File: src/rtl/cal_pkg.sv
// Package: shared register map and control-bit positions for the
// dual-calendar slot sequencer.
package cal_pkg;

    typedef enum logic [2:0] {
        RA_CTRL = 3'd0,
        RA_LEN0 = 3'd1,
        RA_LEN1 = 3'd2,
        RA_SADR = 3'd3,
        RA_DAT0 = 3'd4,
        RA_DAT1 = 3'd5
    } reg_addr_e;

    localparam int CB_OFF = 0;
    localparam int CB_SEL = 1;
    localparam int CB_ACT = 2;
    localparam int CB_ERR = 3;

    localparam int REG_DW = 16;

endpackage

File: src/rtl/cal_table.sv
// Module: cal_table
// One slot-to-port table. It has a single write port and two
// asynchronous read ports, one for software and one for the sequencer.
// Assumes: the contents are not reset; software fills them before use.
module cal_table #(
    parameter int NUM_PORTS = 4,
    parameter int MAX_LEN   = 16
) (
    input  logic                         clk,
    input  logic                         rst_n,
    input  logic                         we,
    input  logic [$clog2(MAX_LEN)-1:0]   waddr,
    input  logic [$clog2(NUM_PORTS)-1:0] wdata,
    input  logic [$clog2(MAX_LEN)-1:0]   raddr_a,
    output logic [$clog2(NUM_PORTS)-1:0] q_a,
    input  logic [$clog2(MAX_LEN)-1:0]   raddr_b,
    output logic [$clog2(NUM_PORTS)-1:0] q_b
);
    localparam int PORT_W = $clog2(NUM_PORTS);

    logic [PORT_W-1:0] mem [MAX_LEN];

    // Store the entry at the addressed slot.
    always_ff @(posedge clk) begin
        if (we) mem[waddr] <= wdata;
    end

    // Read the entries for software and for the sequencer.
    always_comb begin
        q_a = mem[raddr_a];
        q_b = mem[raddr_b];
    end


    table_store_chk: assert property (@(posedge clk) disable iff (!rst_n)
        we |=> (mem[$past(waddr)] == $past(wdata)));

endmodule

File: src/rtl/cal_regs.sv
// Module: cal_regs
// Register file: channel control, table select, table lengths, slot
// pointer, table data access and the sticky error bit. It range-checks
// every write and drops illegal ones.
// Assumes: the read data is registered and appears one cycle after reg_rd.
module cal_regs
    import cal_pkg::*;
#(
    parameter int NUM_PORTS = 4,
    parameter int MAX_LEN   = 16
) (
    input  logic                         clk,
    input  logic                         rst_n,
    input  logic                         reg_wr,
    input  logic                         reg_rd,
    input  logic [2:0]                   reg_addr,
    input  logic [REG_DW-1:0]            reg_wdata,
    output logic [REG_DW-1:0]            reg_rdata,
    output logic                         ch_off,
    output logic                         sel_req,
    output logic [$clog2(MAX_LEN)-1:0]   last0,
    output logic [$clog2(MAX_LEN)-1:0]   last1,
    output logic [$clog2(MAX_LEN)-1:0]   sadr,
    output logic [1:0]                   tbl_we,
    output logic [$clog2(NUM_PORTS)-1:0] tbl_wdata,
    input  logic [$clog2(NUM_PORTS)-1:0] tbl_q0,
    input  logic [$clog2(NUM_PORTS)-1:0] tbl_q1,
    input  logic                         act_cal
);
    localparam int PORT_W = $clog2(NUM_PORTS);
    localparam int SLOT_W = $clog2(MAX_LEN);

    logic              err;
    logic              bad_port;
    logic              bad_slot;
    logic              wr_dat0;
    logic              wr_dat1;
    logic [REG_DW-1:0] rd_mux;

    // Decode the range checks and table write enables.
    always_comb begin
        bad_port  = 32'(reg_wdata) >= NUM_PORTS;
        bad_slot  = 32'(reg_wdata) >= MAX_LEN;
        wr_dat0   = reg_wr && (reg_addr == RA_DAT0);
        wr_dat1   = reg_wr && (reg_addr == RA_DAT1);
        tbl_we    = {wr_dat1 && !bad_port, wr_dat0 && !bad_port};
        tbl_wdata = reg_wdata[PORT_W-1:0];
    end

    // Update the control and configuration registers on writes.
    always_ff @(posedge clk) begin
        if (!rst_n) begin
            ch_off  <= 1'b1;
            sel_req <= 1'b0;
            last0   <= '0;
            last1   <= '0;
            sadr    <= '0;
            err     <= 1'b0;
        end else if (reg_wr) begin
            case (reg_addr)
                RA_CTRL: begin
                    ch_off  <= reg_wdata[CB_OFF];
                    sel_req <= reg_wdata[CB_SEL];
                    if (reg_wdata[CB_ERR]) err <= 1'b0;
                end
                RA_LEN0: if (bad_slot) err <= 1'b1; else last0 <= reg_wdata[SLOT_W-1:0];
                RA_LEN1: if (bad_slot) err <= 1'b1; else last1 <= reg_wdata[SLOT_W-1:0];
                RA_SADR: if (bad_slot) err <= 1'b1; else sadr  <= reg_wdata[SLOT_W-1:0];
                RA_DAT0, RA_DAT1: if (bad_port) err <= 1'b1;
                default: ;
            endcase
        end
    end

    // Select the read data for the addressed register.
    always_comb begin
        rd_mux = '0;
        case (reg_addr)
            RA_CTRL: begin
                rd_mux[CB_OFF] = ch_off;
                rd_mux[CB_SEL] = sel_req;
                rd_mux[CB_ACT] = act_cal;
                rd_mux[CB_ERR] = err;
            end
            RA_LEN0: rd_mux = REG_DW'(last0);
            RA_LEN1: rd_mux = REG_DW'(last1);
            RA_SADR: rd_mux = REG_DW'(sadr);
            RA_DAT0: rd_mux = REG_DW'(tbl_q0);
            RA_DAT1: rd_mux = REG_DW'(tbl_q1);
            default: rd_mux = '0;
        endcase
    end

    // Register the read data when a read is strobed.
    always_ff @(posedge clk) begin
        if (!rst_n)      reg_rdata <= '0;
        else if (reg_rd) reg_rdata <= rd_mux;
    end


    bad_port_err_chk: assert property (@(posedge clk) disable iff (!rst_n)
        ((wr_dat0 || wr_dat1) && bad_port) |=> err);


    bad_sadr_hold_chk: assert property (@(posedge clk) disable iff (!rst_n)
        (reg_wr && reg_addr == RA_SADR && bad_slot) |=> $stable(sadr));


    err_sticky_chk: assert property (@(posedge clk) disable iff (!rst_n)
        (err && !(reg_wr && reg_addr == RA_CTRL)) |=> err);

endmodule

File: src/rtl/cal_seq.sv
// Module: cal_seq
// Slot sequencer: steps through the active table once per advance
// strobe, flags index 0, and takes up a requested table change only at
// the end of a pass or while the channel is off.
// Assumes: the table read data is combinational on the index.
module cal_seq #(
    parameter int NUM_PORTS = 4,
    parameter int MAX_LEN   = 16
) (
    input  logic                         clk,
    input  logic                         rst_n,
    input  logic                         ch_off,
    input  logic                         sel_req,
    input  logic [$clog2(MAX_LEN)-1:0]   last0,
    input  logic [$clog2(MAX_LEN)-1:0]   last1,
    input  logic                         slot_adv,
    input  logic [$clog2(NUM_PORTS)-1:0] q0,
    input  logic [$clog2(NUM_PORTS)-1:0] q1,
    output logic [$clog2(MAX_LEN)-1:0]   idx,
    output logic                         act_cal,
    output logic                         slot_valid,
    output logic [$clog2(NUM_PORTS)-1:0] slot_port,
    output logic                         slot_sof
);
    localparam int PORT_W = $clog2(NUM_PORTS);
    localparam int SLOT_W = $clog2(MAX_LEN);

    logic [SLOT_W-1:0] last_idx;
    logic              at_end;

    // Find the last index of the active table.
    always_comb begin
        last_idx = act_cal ? last1 : last0;
        at_end   = idx >= last_idx;
    end

    // Advance the index, emit slots, and switch tables at the boundary.
    always_ff @(posedge clk) begin
        if (!rst_n) begin
            idx        <= '0;
            act_cal    <= 1'b0;
            slot_valid <= 1'b0;
            slot_port  <= '0;
            slot_sof   <= 1'b0;
        end else if (ch_off) begin
            idx        <= '0;
            act_cal    <= sel_req;
            slot_valid <= 1'b0;
            slot_sof   <= 1'b0;
        end else begin
            slot_valid <= slot_adv;
            slot_sof   <= slot_adv && (idx == '0);
            if (slot_adv) begin
                slot_port <= act_cal ? q1 : q0;
                if (at_end) begin
                    idx     <= '0;
                    act_cal <= sel_req;
                end else begin
                    idx <= idx + 1'b1;
                end
            end
        end
    end


    off_no_valid_chk: assert property (@(posedge clk) disable iff (!rst_n)
        ch_off |=> (!slot_valid && idx == '0));


    no_strobe_no_valid_chk: assert property (@(posedge clk) disable iff (!rst_n)
        !slot_adv |=> !slot_valid);


    sof_with_valid_chk: assert property (@(posedge clk) disable iff (!rst_n)
        slot_sof |-> slot_valid);


    act_hold_chk: assert property (@(posedge clk) disable iff (!rst_n)
        (!ch_off && !slot_adv) |=> $stable(act_cal));


    port_range_chk: assert property (@(posedge clk) disable iff (!rst_n)
        slot_valid |-> (32'(slot_port) < NUM_PORTS));

endmodule

File: src/rtl/dual_cal_sequencer.sv
// Module: dual_cal_sequencer
// Top level: a register file, two slot tables built by a generate loop,
// and the slot sequencer.
// Assumes: software writes both tables after reset, before the channel
// is switched on. NUM_PORTS >= 2 and MAX_LEN >= 2.
module dual_cal_sequencer
    import cal_pkg::*;
#(
    parameter int NUM_PORTS = 4,
    parameter int MAX_LEN   = 16
) (
    input  logic                         clk,
    input  logic                         rst_n,
    input  logic                         reg_wr,
    input  logic                         reg_rd,
    input  logic [2:0]                   reg_addr,
    input  logic [15:0]                  reg_wdata,
    output logic [15:0]                  reg_rdata,
    input  logic                         slot_adv,
    output logic                         slot_valid,
    output logic [$clog2(NUM_PORTS)-1:0] slot_port,
    output logic                         slot_sof
);
    localparam int PORT_W = $clog2(NUM_PORTS);
    localparam int SLOT_W = $clog2(MAX_LEN);
    localparam int N_CAL  = 2;

    logic                          ch_off;
    logic                          sel_req;
    logic                          act_cal;
    logic [SLOT_W-1:0]             last0;
    logic [SLOT_W-1:0]             last1;
    logic [SLOT_W-1:0]             sadr;
    logic [SLOT_W-1:0]             idx;
    logic [N_CAL-1:0]              tbl_we;
    logic [PORT_W-1:0]             tbl_wdata;
    logic [N_CAL-1:0][PORT_W-1:0]  sw_q;
    logic [N_CAL-1:0][PORT_W-1:0]  seq_q;

    cal_regs #(.NUM_PORTS(NUM_PORTS), .MAX_LEN(MAX_LEN)) u_regs (
        .clk       (clk),
        .rst_n     (rst_n),
        .reg_wr    (reg_wr),
        .reg_rd    (reg_rd),
        .reg_addr  (reg_addr),
        .reg_wdata (reg_wdata),
        .reg_rdata (reg_rdata),
        .ch_off    (ch_off),
        .sel_req   (sel_req),
        .last0     (last0),
        .last1     (last1),
        .sadr      (sadr),
        .tbl_we    (tbl_we),
        .tbl_wdata (tbl_wdata),
        .tbl_q0    (sw_q[0]),
        .tbl_q1    (sw_q[1]),
        .act_cal   (act_cal)
    );

    for (genvar c = 0; c < N_CAL; c++) begin : g_tbl
        cal_table #(.NUM_PORTS(NUM_PORTS), .MAX_LEN(MAX_LEN)) u_tbl (
            .clk     (clk),
            .rst_n   (rst_n),
            .we      (tbl_we[c]),
            .waddr   (sadr),
            .wdata   (tbl_wdata),
            .raddr_a (sadr),
            .q_a     (sw_q[c]),
            .raddr_b (idx),
            .q_b     (seq_q[c])
        );
    end

    cal_seq #(.NUM_PORTS(NUM_PORTS), .MAX_LEN(MAX_LEN)) u_seq (
        .clk        (clk),
        .rst_n      (rst_n),
        .ch_off     (ch_off),
        .sel_req    (sel_req),
        .last0      (last0),
        .last1      (last1),
        .slot_adv   (slot_adv),
        .q0         (seq_q[0]),
        .q1         (seq_q[1]),
        .idx        (idx),
        .act_cal    (act_cal),
        .slot_valid (slot_valid),
        .slot_port  (slot_port),
        .slot_sof   (slot_sof)
    );

endmodule

File: config.mk
export PLATFORM = sky130hd
export DESIGN_NAME = dual_cal_sequencer
export DESIGN_NICKNAME = d
export VERILOG_FILES = /design/src/rtl/cal_pkg.sv /design/src/rtl/cal_table.sv /design/src/rtl/cal_regs.sv /design/src/rtl/cal_seq.sv /design/src/rtl/dual_cal_sequencer.sv
export SDC_FILE = /design/constraint.sdc
export NUM_CORES = 1
export LEC_CHECK = 0
export BUFFER_PORTS_ARGS = -buffer_cell sky130_fd_sc_hd__buf_2
export CAP_MARGIN = 5
export CORE_ASPECT_RATIO = 0.6
export CORE_MARGIN = 2
export CORE_UTILIZATION = 50
export DETAILED_ROUTE_END_ITERATION = 10
export GPL_ROUTABILITY_DRIVEN = 0
export HOLD_SLACK_MARGIN = 0.15
export PLACE_DENSITY = 0.8
export SYNTH_ARGS = -nofsm -noshare
export SYNTH_HDL_FRONTEND = slang
export SYNTH_HIERARCHICAL = 1
export SYNTH_SLANG_ARGS = --single-unit
export TNS_END_PERCENT = 10
File: constraint.sdc
create_clock -name clk -period 3.1 [get_ports clk]
set_input_delay 0.93 -clock clk [delete_from_list [all_inputs] [get_ports clk]]
set_output_delay 0.93 -clock clk [all_outputs]
set_load 0.02 [all_outputs]
[Yosys cells after proc, flatten, opt, wreduce, memory -nomap -nowiden]
Memory sizes are Yosys's and may differ from the RTL's. A register that Yosys moved wholly into a read port is not among the register bits.
Index checks and enable logic that the tools add are counted.
W data, S select, Z words.
Operators by class
  equal/unequal tests: 8
  multiplexer cells: 23
  reduce and logical (&&, ||, !) cells: 21
  $lt $le $gt $ge: 3
  bitwise gates (word level): 3
  $add $sub $neg: 1
Operator list (count)
  $mux W4: 10
  $pmux W4 S6: 1
  $ge A16 B3 Y1 const B: 1
  $ge A16 B5 Y1 const B: 1
  $mux W1: 10
  $reduce_and A3 Y1: 3
  $eq A3 B2 Y1 const B: 2
  $eq A3 B3 Y1 const B: 2
  $reduce_and A2 Y1: 3
  $logic_and A1 B1 Y1: 5
  $reduce_and A5 Y1: 1
  $add A4 B1 Y4 const B: 1
  $ge A4 B4 Y1: 1
  $logic_not A4 Y1: 1
  $ne A2 B1 Y1 const B: 2
  $reduce_bool A2 Y1: 2
  $reduce_or A2 Y1: 2
  $eq A3 B1 Y1 const B: 1
  $logic_not A3 Y1: 1
  $not A1 Y1: 3
  $pmux W1 S3: 1
  $reduce_bool A3 Y1: 1
  $reduce_or A3 Y1: 1
  $mux W2: 1
  2 further kinds: 2
Word-level totals
  logic and storage cells: 73
  flip-flop bits (word level): 28
  bits in writable memories: 64
  memories kept: 2
Memory list
  g_tbl[0].u_tbl.mem: words 16, width 2, read ports 2, clocked after memory_dff 2, write ports 1, line cal_table.sv:21  | logic [PORT_W-1:0] mem [MAX_LEN];
  g_tbl[1].u_tbl.mem: words 16, width 2, read ports 2, clocked after memory_dff 2, write ports 1, line cal_table.sv:21

[Logic depth before layout (Yosys ltp)]
  depth after elaboration: 5
  mapped depth: 7
  mapped depth without buffers: 6

[Hierarchy]
The synthesis kept the hierarchy.
By module, submodules not included
  cal_table: area an instance 1624.1 sq um, instances 2, seq. area each 960.9 sq um, cells each 97
  cal_regs: area an instance 1174.9 sq um, instances 1, seq. area each 380.4 sq um, cells each 116
  cal_seq: area an instance 555.5 sq um, instances 1, seq. area each 180.2 sq um, cells each 55

[Least setup slack after synthesis]
No wires, ideal clock.
  path kind: input -> register
  start: in reg_wdata[2]
  end: mem g_tbl[0].u_tbl/mem[0][0] in the netlist's numbering (enable)
  slack: 0.175 ns
  required time: 2.771 ns
  library setup time: 0.329 ns
  stages: 4
  arrival time: 2.596 ns
  path through: or4b_4 nor4_1 or3b_2 nor3_1
Between the ends
  cells in the longest elaborated chain, start to end: 5
Ends and longest elaborated chain
  start, declared: line dual_cal_sequencer.sv:17  | input logic [15:0] reg_wdata,
  $ge A16 B3 Y1: line cal_regs.sv:42  | bad_port = 32'(reg_wdata) >= NUM_PORTS;
  $logic_not A1 Y1: line cal_regs.sv:46  | tbl_we = {wr_dat1 && !bad_port, wr_dat0 && !bad_port};
  $logic_and A1 B1 Y1: line cal_regs.sv:46
  named net tbl_we[0]: line dual_cal_sequencer.sv:35  | logic [N_CAL-1:0] tbl_we;
  $mux W1: line cal_table.sv:25  | if (we) mem[waddr] <= wdata;
  $mux W1 (implied by the code): line cal_table.sv:25
  end, declared: line cal_table.sv:21
The timed path passes the listed nets, and every way through them passes these cells.

[Worst setup path in the final report]
  start: in reg_wdata[3]
  end: mem g_tbl[0].u_tbl/mem[0][1] in the netlist's numbering (enable)
The elaborated chain is that of the path after synthesis.

==> reports/metrics.yaml <==
netlist_area_um2: 4980
wire_per_inst_um: 20.1
grt_busiest_layer: "met2"
min_period_over_period: 0.907
core_um2: 9770
startpoint_type: "primary input"
synth_cell_types: 56
die-width_um: 133
r2r_start: "u_regs/sadr[0]$_SDFFE_PN0P_"
r2r_setup_slack_ns: 0.74
synthFlopType: "edfxtp_1"
netlist_instances: 365
tritoncts: "built"
postLayoutSetupSlackWorst_ns: 0.287
ctsHtreeMaxLevel: 3
die_area_um2: 10800
fin_crit_ns: 2.81
worstSkewPairLatency_ns: 0.34
placed_area_um2: 5230
hpwl_mm: 7.49
rsz0062_at_grt: "no"
num_vias: 3338
grt_remaining_overflow: 0
synth.yosys.warnings: 6
ys_seq_elements: 92
numCtsBuffers: 9
power_density_nw_per_um2: 494
clk_pin_slew_ns: 0.06
drc: 0
grt_usage: 0.214
grt_max_degree: 35
status: "complete, no violations"
antenna_found_initial: 0
finalInstanceArea_um2: 5600
ant_nets: 0
cts.sinks: 92
tightestPinTransition_ns: 0.816
crit_arrival_ns: 2.82
end_kind: "register"
synth_area_leader_cell: "edfxtp_1"
synth_edf_count: 64
critical_path_class: "in2reg"
num_rows: 28
ys_async_sr_fraction: 0
worst-path-max-fanout: 4
grt_pass1_wl_mm: 17.3
grt_pass1_vias: 3142
via_per_inst: 6.17
drive_above_1_share: 0.222
slew_headroom: 0.455
p_leak_nw: 2.01
hold_path_class: "reg2reg"
hold_ws_ns: 0.485
initialDrtViolationCount: 309
start_util: 0.509
final_core_util: 0.572
reg2reg_depth: 7
postCtsSetupBuffers: 0
cts.path.max_buffers: 2
grt_use_met2: 0.335
diodes: 0
required_ns: 3.11
final_nets: 431
cts_hold_repair.buffers: 0
synth_top_area_share: 0.386
io_pins: 44
synth.top_cells.by_area: "edfxtp_1 39%, mux4_1 13%, dfxtp_1 11%, mux4_2 5.0%, mux2i_1 4.0%"
hold_path_depth: 2
peakVddDrop_v: 0.000394
pre_cts_ws_ns: -0.0776
ys_seq_area_frac: 0.499
area.growth.synth_to_final_pct: 12.4
drv_cap: 0
port_buffers: 31
min_to: "u_regs/last1[2]$_SDFFE_PN0P_"
regToRegEndpoint: "u_regs/reg_rdata[1]$_SDFFE_PN0P_"
met1_usage: 0.300
use_met3: 0.0618
routed_wirelength_mm: 10.9
avgSynthCellArea_um2: 13.6
finClkSkew_ns: 0.00483
die_y_um: 81.3
min_from: "u_regs/last1[2]$_SDFFE_PN0P_"
cts-root-buf: "clkbuf_16"
slew_viol_final: 0
hold_viol_final: 0
cts_resized: 0
first_pass_iters: 5
fmax_mhz: 356
setup_violations: 0
layout make-up:
class                   instances  area, um^2
flip-flops and latches         92        2480
clock inverters                 7         145
fillers                       779        4180
multi-input cells             249        2310
well taps                     135         169
inverters                       6        22.5
repair buffers                 43         245
clock buffers                   9         225
through the flow:
step	TNS, ns	power [mW]	std cells
after CTS	0	2.79	541
after detailed placement	-0.155	1.45	525
after floorplan	0	1.42	376
after global placement	0	1.45	525
after global routing	0	2.85	541
final	0	2.76	541
kinds of logic after synthesis:
logic type	Yosys count	synth area share
simple gates	137	0.157
flops	92	0.499
mux	60	0.228
buf+inv	35	0.0465
compound gates	31	0.0485
fa+ha+maj	6	0.0151
xor+xnor	3	0.00528
other cells	1	0.000753
routing by layer:
metal / up-vias / share of wire
met5: - / 0
met1: 1671 / 0.44
met2: 164 / 0.46
met3: 13 / 0.087
li1: 1490 / -
met4: 0 / 0.0097
how the worst max path moves through the flow:
stage,start,to,slack (ns),depth (start not counted)
after floorplan,reg_wdata[2],g_tbl[0].u_tbl/mem[0][0]$_DFFE_PP_,0.18,4
after global placement,reg_wdata[2],g_tbl[0].u_tbl/mem[0][1]$_DFFE_PP_,0.12,5
after detailed placement,reg_wdata[3],g_tbl[0].u_tbl/mem[0][0]$_DFFE_PP_,-0.08,5
after CTS,reg_wdata[3],g_tbl[0].u_tbl/mem[0][1]$_DFFE_PP_,0.30,5
after global routing,reg_wdata[3],g_tbl[0].u_tbl/mem[0][1]$_DFFE_PP_,0.13,5
final,reg_wdata[3],g_tbl[0].u_tbl/mem[0][1]$_DFFE_PP_,0.29,5
sequential cells by signal, summed over array words and instances, names as in the netlist:
signal and count:
u_seq/slot_valid 1, u_regs/last0 4, g_tbl.u_tbl/mem 64, u_regs/sel_req 1, u_regs/reg_rdata 4, u_regs/sadr 4, u_seq/slot_port 2, u_seq/act_cal 1
u_regs/err 1, u_regs/last1 4, u_seq/idx 4, u_seq/slot_sof 1, u_regs/ch_off 1
cell usage after synthesis (2+ instances only):
library cell  count
clkbuf_1          6
buf_4            16
or3b_2            2
nor3_1           10
nor2b_1          10
edfxtp_1         64
buf_6             5
mux4_1           24
nor4_4            3
a31oi_1           2
xor2_1            2
ha_1              6
inv_1             6
mux2i_1          20
mux4_2           11
nand3b_1          5
a211oi_1          6
o21ai_1           2
nand2_1          32
nor2_1           34
mux2_2            5
dfxtp_1          28
a22oi_1           9
a32o_1            2
nand4_2           3
nand2b_1          4
nand3_1          19
worst max-delay path, stage by stage:
cell and delay (ns):
buf_2 0.12, or4b_4 0.54, nor4_1 0.38, or3b_2 0.55, nor3_1 0.31
placed cells by master, fill, tap and decap left out, types with 3 or more instances in the layout:
| cell | count |
|---|---|
| conb_1 | 12 |
| nand2_1 | 32 |
| mux2i_1 | 20 |
| nand2b_1 | 4 |
| mux4_2 | 11 |
| buf_2 | 31 |
| nor2_1 | 34 |
| inv_1 | 6 |
| nand4_2 | 3 |
| nand3_1 | 19 |
| nand3b_1 | 5 |
| clkbuf_16 | 9 |
| buf_4 | 12 |
| mux2_2 | 5 |
| bufinv_16 | 4 |
| a211oi_1 | 6 |
| nor3_1 | 10 |
| dfxtp_1 | 28 |
| a22oi_1 | 9 |
| mux4_1 | 24 |
| ha_1 | 6 |
| edfxtp_1 | 64 |
| nor2b_1 | 10 |
| nor4_4 | 3 |
power breakdown:
group	switching, mW	total (mW)	leakage, nW	internal [mW]
combinational	0.0721	0.108	1.03	0.0354
clock	0.463	1.34	0.177	0.875
sequential	0.00440	1.32	0.801	1.32
total	0.539	2.76	2.01	2.22
No activity file was read; power rests on OpenSTA's default activity.
